$ cat config.mk
export PLATFORM = sky130hd
export DESIGN_NAME = pll_word_loader
export DESIGN_NICKNAME = d
export VERILOG_FILES = /design/src/rtl/pll_word_loader.sv
export SDC_FILE = /design/constraint.sdc
export NUM_CORES = 1
export LEC_CHECK = 0
export BUFFER_PORTS_ARGS = -buffer_cell sky130_fd_sc_hd__buf_2
export CORE_UTILIZATION = 40
export DETAILED_ROUTE_END_ITERATION = 10
export HOLD_SLACK_MARGIN = 0.1
export PLACE_DENSITY = 0.63
export SKIP_LAST_GASP = 1
export SYNTH_ARGS = -nofsm -noshare
export SYNTH_HDL_FRONTEND = slang
export SYNTH_SLANG_ARGS = --single-unit
$ cat constraint.sdc
create_clock -name clk -period 6.3 [get_ports clk]
set_clock_uncertainty 0.15 [all_clocks]
set_input_delay 0.315 -clock clk [delete_from_list [all_inputs] [get_ports clk]]
set_output_delay 0.315 -clock clk [all_outputs]
set_load 0.02 [all_outputs]
$ cat src/rtl/pll_word_loader.sv
module pll_word_loader #(
  parameter int CLK_HZ     = 200_000_000,
  parameter int START_MS   = 20,
  parameter int SETTLE_MS  = 3,
  parameter int SCLK_HALF  = 50,
  parameter int R_DIV      = 40,
  parameter int N_HI       = 8370,
  parameter int N_LO       = 10000
) (
  input  logic clk,
  input  logic rst_n,
  input  logic chan_sel,
  input  logic lock_in,
  output logic ser_clk,
  output logic ser_data,
  output logic ser_le,
  output logic done,
  output logic locked
);

  localparam int W          = 21;
  localparam int START_CYC  = (CLK_HZ / 1000 * START_MS  > 0) ? CLK_HZ / 1000 * START_MS  : 1;
  localparam int SETTLE_CYC = (CLK_HZ / 1000 * SETTLE_MS > 0) ? CLK_HZ / 1000 * SETTLE_MS : 1;
  localparam int HALF_CYC   = (SCLK_HALF > 0) ? SCLK_HALF : 1;

  localparam logic [W-1:0] INIT_WORD = 21'h00093;
  localparam logic [W-1:0] FUNC_WORD = 21'h00092;
  localparam logic [W-1:0] REF_WORD  = {5'd0, 14'(R_DIV), 2'b00};
  localparam logic [W-1:0] MAIN_HI   = {1'b1, 13'(N_HI / 32), 5'(N_HI % 32), 2'b01};
  localparam logic [W-1:0] MAIN_LO   = {1'b1, 13'(N_LO / 32), 5'(N_LO % 32), 2'b01};

  typedef enum logic [2:0] {S_BOOT, S_SHIFT, S_LE, S_SETTLE, S_IDLE} state_t;

  state_t        state;
  logic [31:0]   cnt;
  logic [1:0]    widx;
  logic [4:0]    bidx;
  logic          hi_phase;
  logic [W-1:0]  sh;
  logic          sclk_q, le_q, done_q, ch_used;
  logic [1:0]    ch_sync, lk_sync;

  wire ch_s = ch_sync[1];

  function automatic logic [W-1:0] pick_word(input logic [1:0] idx, input logic ch);
    case (idx)
      2'd0:    pick_word = INIT_WORD;
      2'd1:    pick_word = FUNC_WORD;
      2'd2:    pick_word = REF_WORD;
      default: pick_word = ch ? MAIN_HI : MAIN_LO;
    endcase
  endfunction

  assign ser_clk  = sclk_q;
  assign ser_le   = le_q;
  assign ser_data = (state == S_SHIFT) ? sh[W-1] : 1'b0;
  assign done     = done_q;
  assign locked   = lk_sync[1];

  always_ff @(posedge clk or negedge rst_n) begin
    if (!rst_n) begin
      ch_sync <= '0;
      lk_sync <= '0;
    end else begin
      ch_sync <= {ch_sync[0], chan_sel};
      lk_sync <= {lk_sync[0], lock_in};
    end
  end

  always_ff @(posedge clk or negedge rst_n) begin
    if (!rst_n) begin
      state    <= S_BOOT;
      cnt      <= '0;
      widx     <= '0;
      bidx     <= '0;
      hi_phase <= 1'b0;
      sh       <= '0;
      sclk_q   <= 1'b0;
      le_q     <= 1'b0;
      done_q   <= 1'b0;
      ch_used  <= 1'b0;
    end else begin
      case (state)
        S_BOOT: begin
          if (cnt == 32'(START_CYC - 1)) begin
            cnt      <= '0;
            widx     <= 2'd0;
            sh       <= pick_word(2'd0, ch_s);
            bidx     <= 5'(W - 1);
            hi_phase <= 1'b0;
            state    <= S_SHIFT;
          end else begin
            cnt <= cnt + 32'd1;
          end
        end
        S_SHIFT: begin
          if (cnt == 32'(HALF_CYC - 1)) begin
            cnt <= '0;
            if (!hi_phase) begin
              sclk_q   <= 1'b1;
              hi_phase <= 1'b1;
            end else begin
              sclk_q   <= 1'b0;
              hi_phase <= 1'b0;
              if (bidx == 5'd0) begin
                le_q  <= 1'b1;
                state <= S_LE;
              end else begin
                sh   <= {sh[W-2:0], 1'b0};
                bidx <= bidx - 5'd1;
              end
            end
          end else begin
            cnt <= cnt + 32'd1;
          end
        end
        S_LE: begin
          if (cnt == 32'(HALF_CYC - 1)) begin
            cnt   <= '0;
            le_q  <= 1'b0;
            state <= S_SETTLE;
          end else begin
            cnt <= cnt + 32'd1;
          end
        end
        S_SETTLE: begin
          if (cnt == 32'(SETTLE_CYC - 1)) begin
            cnt <= '0;
            if (widx == 2'd3) begin
              done_q <= 1'b1;
              state  <= S_IDLE;
            end else begin
              widx     <= widx + 2'd1;
              sh       <= pick_word(widx + 2'd1, ch_s);
              if (widx == 2'd2) ch_used <= ch_s;
              bidx     <= 5'(W - 1);
              hi_phase <= 1'b0;
              state    <= S_SHIFT;
            end
          end else begin
            cnt <= cnt + 32'd1;
          end
        end
        default: begin
          if (ch_s != ch_used) begin
            done_q   <= 1'b0;
            ch_used  <= ch_s;
            widx     <= 2'd3;
            sh       <= pick_word(2'd3, ch_s);
            bidx     <= 5'(W - 1);
            hi_phase <= 1'b0;
            cnt      <= '0;
            state    <= S_SHIFT;
          end
        end
      endcase
    end
  end


  data_hold_chk: assert property (@(posedge clk) disable iff (!rst_n)
    ser_clk |-> $stable(ser_data));


  le_clk_excl_chk: assert property (@(posedge clk) disable iff (!rst_n)
    ser_le |-> !ser_clk);


  idle_quiet_chk: assert property (@(posedge clk) disable iff (!rst_n)
    done |-> (!ser_clk && !ser_le && !ser_data));


  reload_done_chk: assert property (@(posedge clk) disable iff (!rst_n)
    $rose(done) |-> (state == S_IDLE && widx == 2'd3));


  lock_sync_chk: assert property (@(posedge clk) disable iff (!rst_n)
    locked |-> $past(lock_in, 2));

endmodule

* Word level (Yosys, flattened, before mapping)
Cells that the tools add are included.
Word-level totals: flip-flop bits (word level) 72, bits in latches 0, memory bits (writable) 0, memory bits (read-only) 0, bits of input ports 4, output and inout bits 5, logic and storage cells 116, memories kept 0
Operators by class: $add $sub $neg 3, $mul 0, divide/modulo/power cells 0, magnitude comparators 0, eq/ne operators 21, shift operators 0, mux-type cells 58, bitwise operators 3, reduce and logical (&&, ||, !) cells 19
Operators with widths (count):
- $mux 21 | 7
- $mux 32 | 4
- $pmux 32 s3 | 1
- $pmux 21 s4 | 1
- $pmux 21 s3 | 1
- $mux 5 | 7
- $add 32x1->32 const B | 1
- $eq 32x20->1 const B | 1
- $eq 32x22->1 const B | 1
- $eq 32x6->1 const B | 1
- $mux 3 | 8
- $pmux 5 s4 | 1
- $mux 1 | 17
- $ne 2x2->1 const B | 8
- $reduce_and 5->1 | 3
- $mux 13 | 1
- $pmux 3 s4 | 1
- $mux 2 | 4
- $reduce_and 8->1 | 1
- $reduce_bool 4->1 | 2
- $reduce_and 7->1 | 1
- $eq 2x2->1 const B | 3
- $eq 3x2->1 const B | 2
- $pmux 1 s2 | 3
- other kinds (20) | 24

* Logic depth before layout (Yosys ltp)
depth after elaboration 6, mapped depth 9, depth with buffers taken out 8

* Worst setup path before layout
No wires, ideal clock.
path kind reg-to-reg, start register cnt[1], end register sh[0], library setup time 0.128 ns, data arrival time 2.580 ns, data required time 6.022 ns, slack 3.443 ns, stages on the path, launching flop included 10, path buffers 1, period minus slack after synthesis 2.857 ns, cells stage by stage dfrtp_1 inv_1 ha_1 or4b_1 or4_4 nor4_4 a31oi_2 nor3_4 buf_6 mux2_1
Between the ends: word-level cells in the longest chain between the ends 3, elaborated cells between the ends (all ways) 7, classes of those cells 6 x eq/ne; 1 x reduce/logical
RTL lines:
- from (decl) | RTL line 35 | logic [31:0] cnt;
- from (signal assigned) | RTL line 93 | cnt <= cnt + 32'd1;
- from (signal assigned) | RTL line 114 | cnt <= cnt + 32'd1;
- from (signal assigned) | RTL line 123 | cnt <= cnt + 32'd1;
- $eq 32x22->1, or another cell as far along | RTL line 85 | if (cnt == 32'(START_CYC - 1)) begin
- $ne 2x2->1 (no line) / $ne 2x1->1 (equally long branches)
- $reduce_and 8->1 (no line) (*)
- to (signal assigned) | RTL line 88 | sh <= pick_word(2'd0, ch_s);
- to (signal assigned) | RTL line 109 | sh <= {sh[W-2:0], 1'b0};
- to (signal assigned) | RTL line 134 | sh <= pick_word(widx + 2'd1, ch_s);
- to (decl) | RTL line 39 | logic [W-1:0] sh;
Mark *: on every way between the ends. The rest lies on a longest branch, timed or not. A chain may end at the register's enable or synchronous reset.

* Worst setup path after layout
start register cnt[19], end register cnt[7]
Between the ends: word-level cells in the longest chain between the ends 3, elaborated cells between the ends (all ways) 7, classes of those cells 3 x eq/ne; 4 x mux
RTL lines:
- $eq 32x20->1, or another cell as far along | RTL line 127 | if (cnt == 32'(SETTLE_CYC - 1)) begin
- $mux 32, on equally long branches
- $pmux 32 s3 (*) | RTL line 83 | case (state)
Marked as above.

==> results.ini <==
[run_status]
status = completed

[sta]
whs_ps = 207.3
fmax_mhz = 304.8
tightest_slew_ps = 916.7
grt_setup_unrepaired = false
setup_viol = 0
finalSetupTns_ps = 0
drv_slew = 0
period_share_pct = 52.09
hold_viol = 0
setup_ws_ps = 3019
max_slew_margin_pct = 38.33
post-route-min-period_ps = 3281

[die]
ios = 9
dieWidth_um = 103.9
die_y_um = 103.9
num_rows = 36
dieArea_sq_um = 10790
initial_core_util_pct = 41.89
core_sq_um = 9910

[synth]
synth_area_leaders = dfrtp_1 43%, a31oi_1 6.3%, mux2i_1 4.6%
avgSynthCellArea_sq_um = 9.025
yosysSeqAreaShare_pct = 43.40
syn_nets = 471
ys_ff_latch = 72
yosysTopAreaCell = dfrtp_1
netlist_instances = 460
netlist_area_sq_um = 4151
synthArstFlopShare_pct = 100.0
synth_edf_count = 0
synth_flop_cell = dfrtp_1
yosysUniqueCellTypes = 56
ys_warn_count = 0
synth_top_area_share_pct = 43.40

[placement]
numPortBuffers = 8
routabilityCongestion = 0.8198
dp.cells = 578
placed_area_sq_um = 4278
place_hpwl_um = 6124
place_ws_ps = 3076

[cts]
cts_max_level = 3
holdBufCountCts = 3
cts_root_buf = clkbuf_8
cts_made_buffers = 9
cts_tree = built
clockBufferDepth = 2
cts_setup_buffers = 0
path_clk_slew_ps = 80
cts_resized = 0
worstSkewPairLatency_ps = 370
cts.sinks = 72

[critical_path]
path_delay_family = compound AO/OA/AOI/OAI gates
endpoint_kind = flip-flop
worstPathMaxFanout = 44
worst_ep_arrival_time_ps = 3370
cp_slowest_stage_delay_ps = 590
slowest_stage = or4_1
crit_chain = nand4_1, or4_1, o41ai_4, o211ai_1, buf_4, a31oi_1, mux2i_1
cp_num_buf_inv = 1
required_ps = 6390
critPathLaunchType = flip-flop
criticalPathCategory = reg -> reg

[global_route]
grt.busiest_layer = met2
grt_max_degree = 73
globalRoute.totalOverflow = 0
grt_pass1_wl_um = 15920
grt_pass1_vias = 3214
grtUsageTotal_pct = 18.49
antenna_found_initial = 0
grt_use_met3_pct = 4.950
use_met1_pct = 25.30
gr-usage-met2_pct = 27.67

[power]
cellLeakagePower_uw = 0.001946
vdd_ir_drop_max_mv = 0.08694
power_density_nw_per_um2 = 180.5

[layout]
most-common-layout-cells = 72 x dfrtp_1, 42 x a31oi_1, 39 x nand2_1, 35 x nand3_1
layout-drive-gt1-share_pct = 8.836
final_area_sq_um = 4479
layout_commonest_cell = dfrtp_1
num_antenna_cells = 0
area_growth_syn_to_layout_pct = 7.896
finalNetCount = 470
fin_cells = 597

[route]
avgRoutedWirePerCell_um = 15.71
drt_wl_total_um = 9376
firstDrtPassIters = 4
drt_iter0_markers = 213
drc = 0
ant_nets = 0
viasPerCell = 5.866
vias = 3502

[min_path]
worst_hold_path_type = reg -> reg

[run]
maxCapViolations = 0

-- kinds of logic after synthesis --
group | Yosys count | synth area share, %
AND/OR/NAND/NOR | 181 | 23.51
AO/OA/AOI/OAI | 110 | 17.51
flip-flops | 72 | 43.40
buffers and inverters | 58 | 5.606
multiplexers | 28 | 7.022
adder cells (fa/ha/maj) | 7 | 2.110
XOR/XNOR | 4 | 0.8440
-- cell usage after synthesis, types with 2 or more instances --
library cell	instances
a21oi_1	23
nor4b_1	2
and4_1	7
and2_1	6
nand2b_1	4
nand4_1	16
mux2_2	5
o22ai_1	3
nor4_1	7
mux2i_1	19
a2bb2oi_1	2
a41oi_1	2
or4_1	4
o21ai_0	10
nand3b_1	4
a211oi_1	2
o21bai_1	3
and3_1	9
nand2_1	39
or2_2	3
mux2_1	4
nand3_1	35
buf_2	3
xor2_1	3
a31oi_1	42
nor2b_1	2
o21a_1	3
dfrtp_1	72
nor2_1	30
o211ai_1	8
clkbuf_1	23
inv_1	30
nor3_1	6
ha_1	7
-- path summary, 6_finish.rpt --
kind,cells past startpoint,endpoint,slack [ps],start
max,7,cnt[7],3020,cnt[19]
min,0,ch_sync[1],210,ch_sync[0]
max reg2reg,7,cnt[7],3020,cnt[19]
min reg2reg,0,ch_sync[1],210,ch_sync[0]
max in group asynchronous,2,cnt[27],4930,rst_n
min in group asynchronous,2,bidx[0],480,rst_n
-- flip-flops by register name (all words and copies together), names as in the netlist --
register	count
bidx	5
ch_sync	2
ch_used	1
cnt	32
done	1
hi_phase	1
lk_sync	2
ser_clk	1
ser_le	1
sh	21
state	3
widx	2
-- per-stage QoR --
stage                     utilization, %  power [uW]
final                              45.20       808.7
after global routing               45.20       843.9
after CTS                          45.20       824.6
after detailed placement           43.17       484.9
after global placement             43.17       484.6
after floorplan                        -       473.8
-- area by class of cell --
class / count / area (sq um)
clock buffer: 10 / 127.6
clock inverter: 6 / 43.79
fill: 941 / 5430
inverter: 30 / 112.6
multi-input combinational: 330 / 2117
sequential: 72 / 1802
tap: 133 / 166.4
timing repair buffer: 16 / 110.1
-- routing by layer --
layer	share of wire (%)	routed length [um]
met1	47	4442
met2	46	4351
met3	4.3	406
met4	1.9	176
met5	0	0
-- power by group --
group          internal, uW  switching [uW]
Sequential              463           0.549
Clock                   143             189
Combinational          2.58            10.0
Total                   609             200
Power figures use the tool's default switching activity.
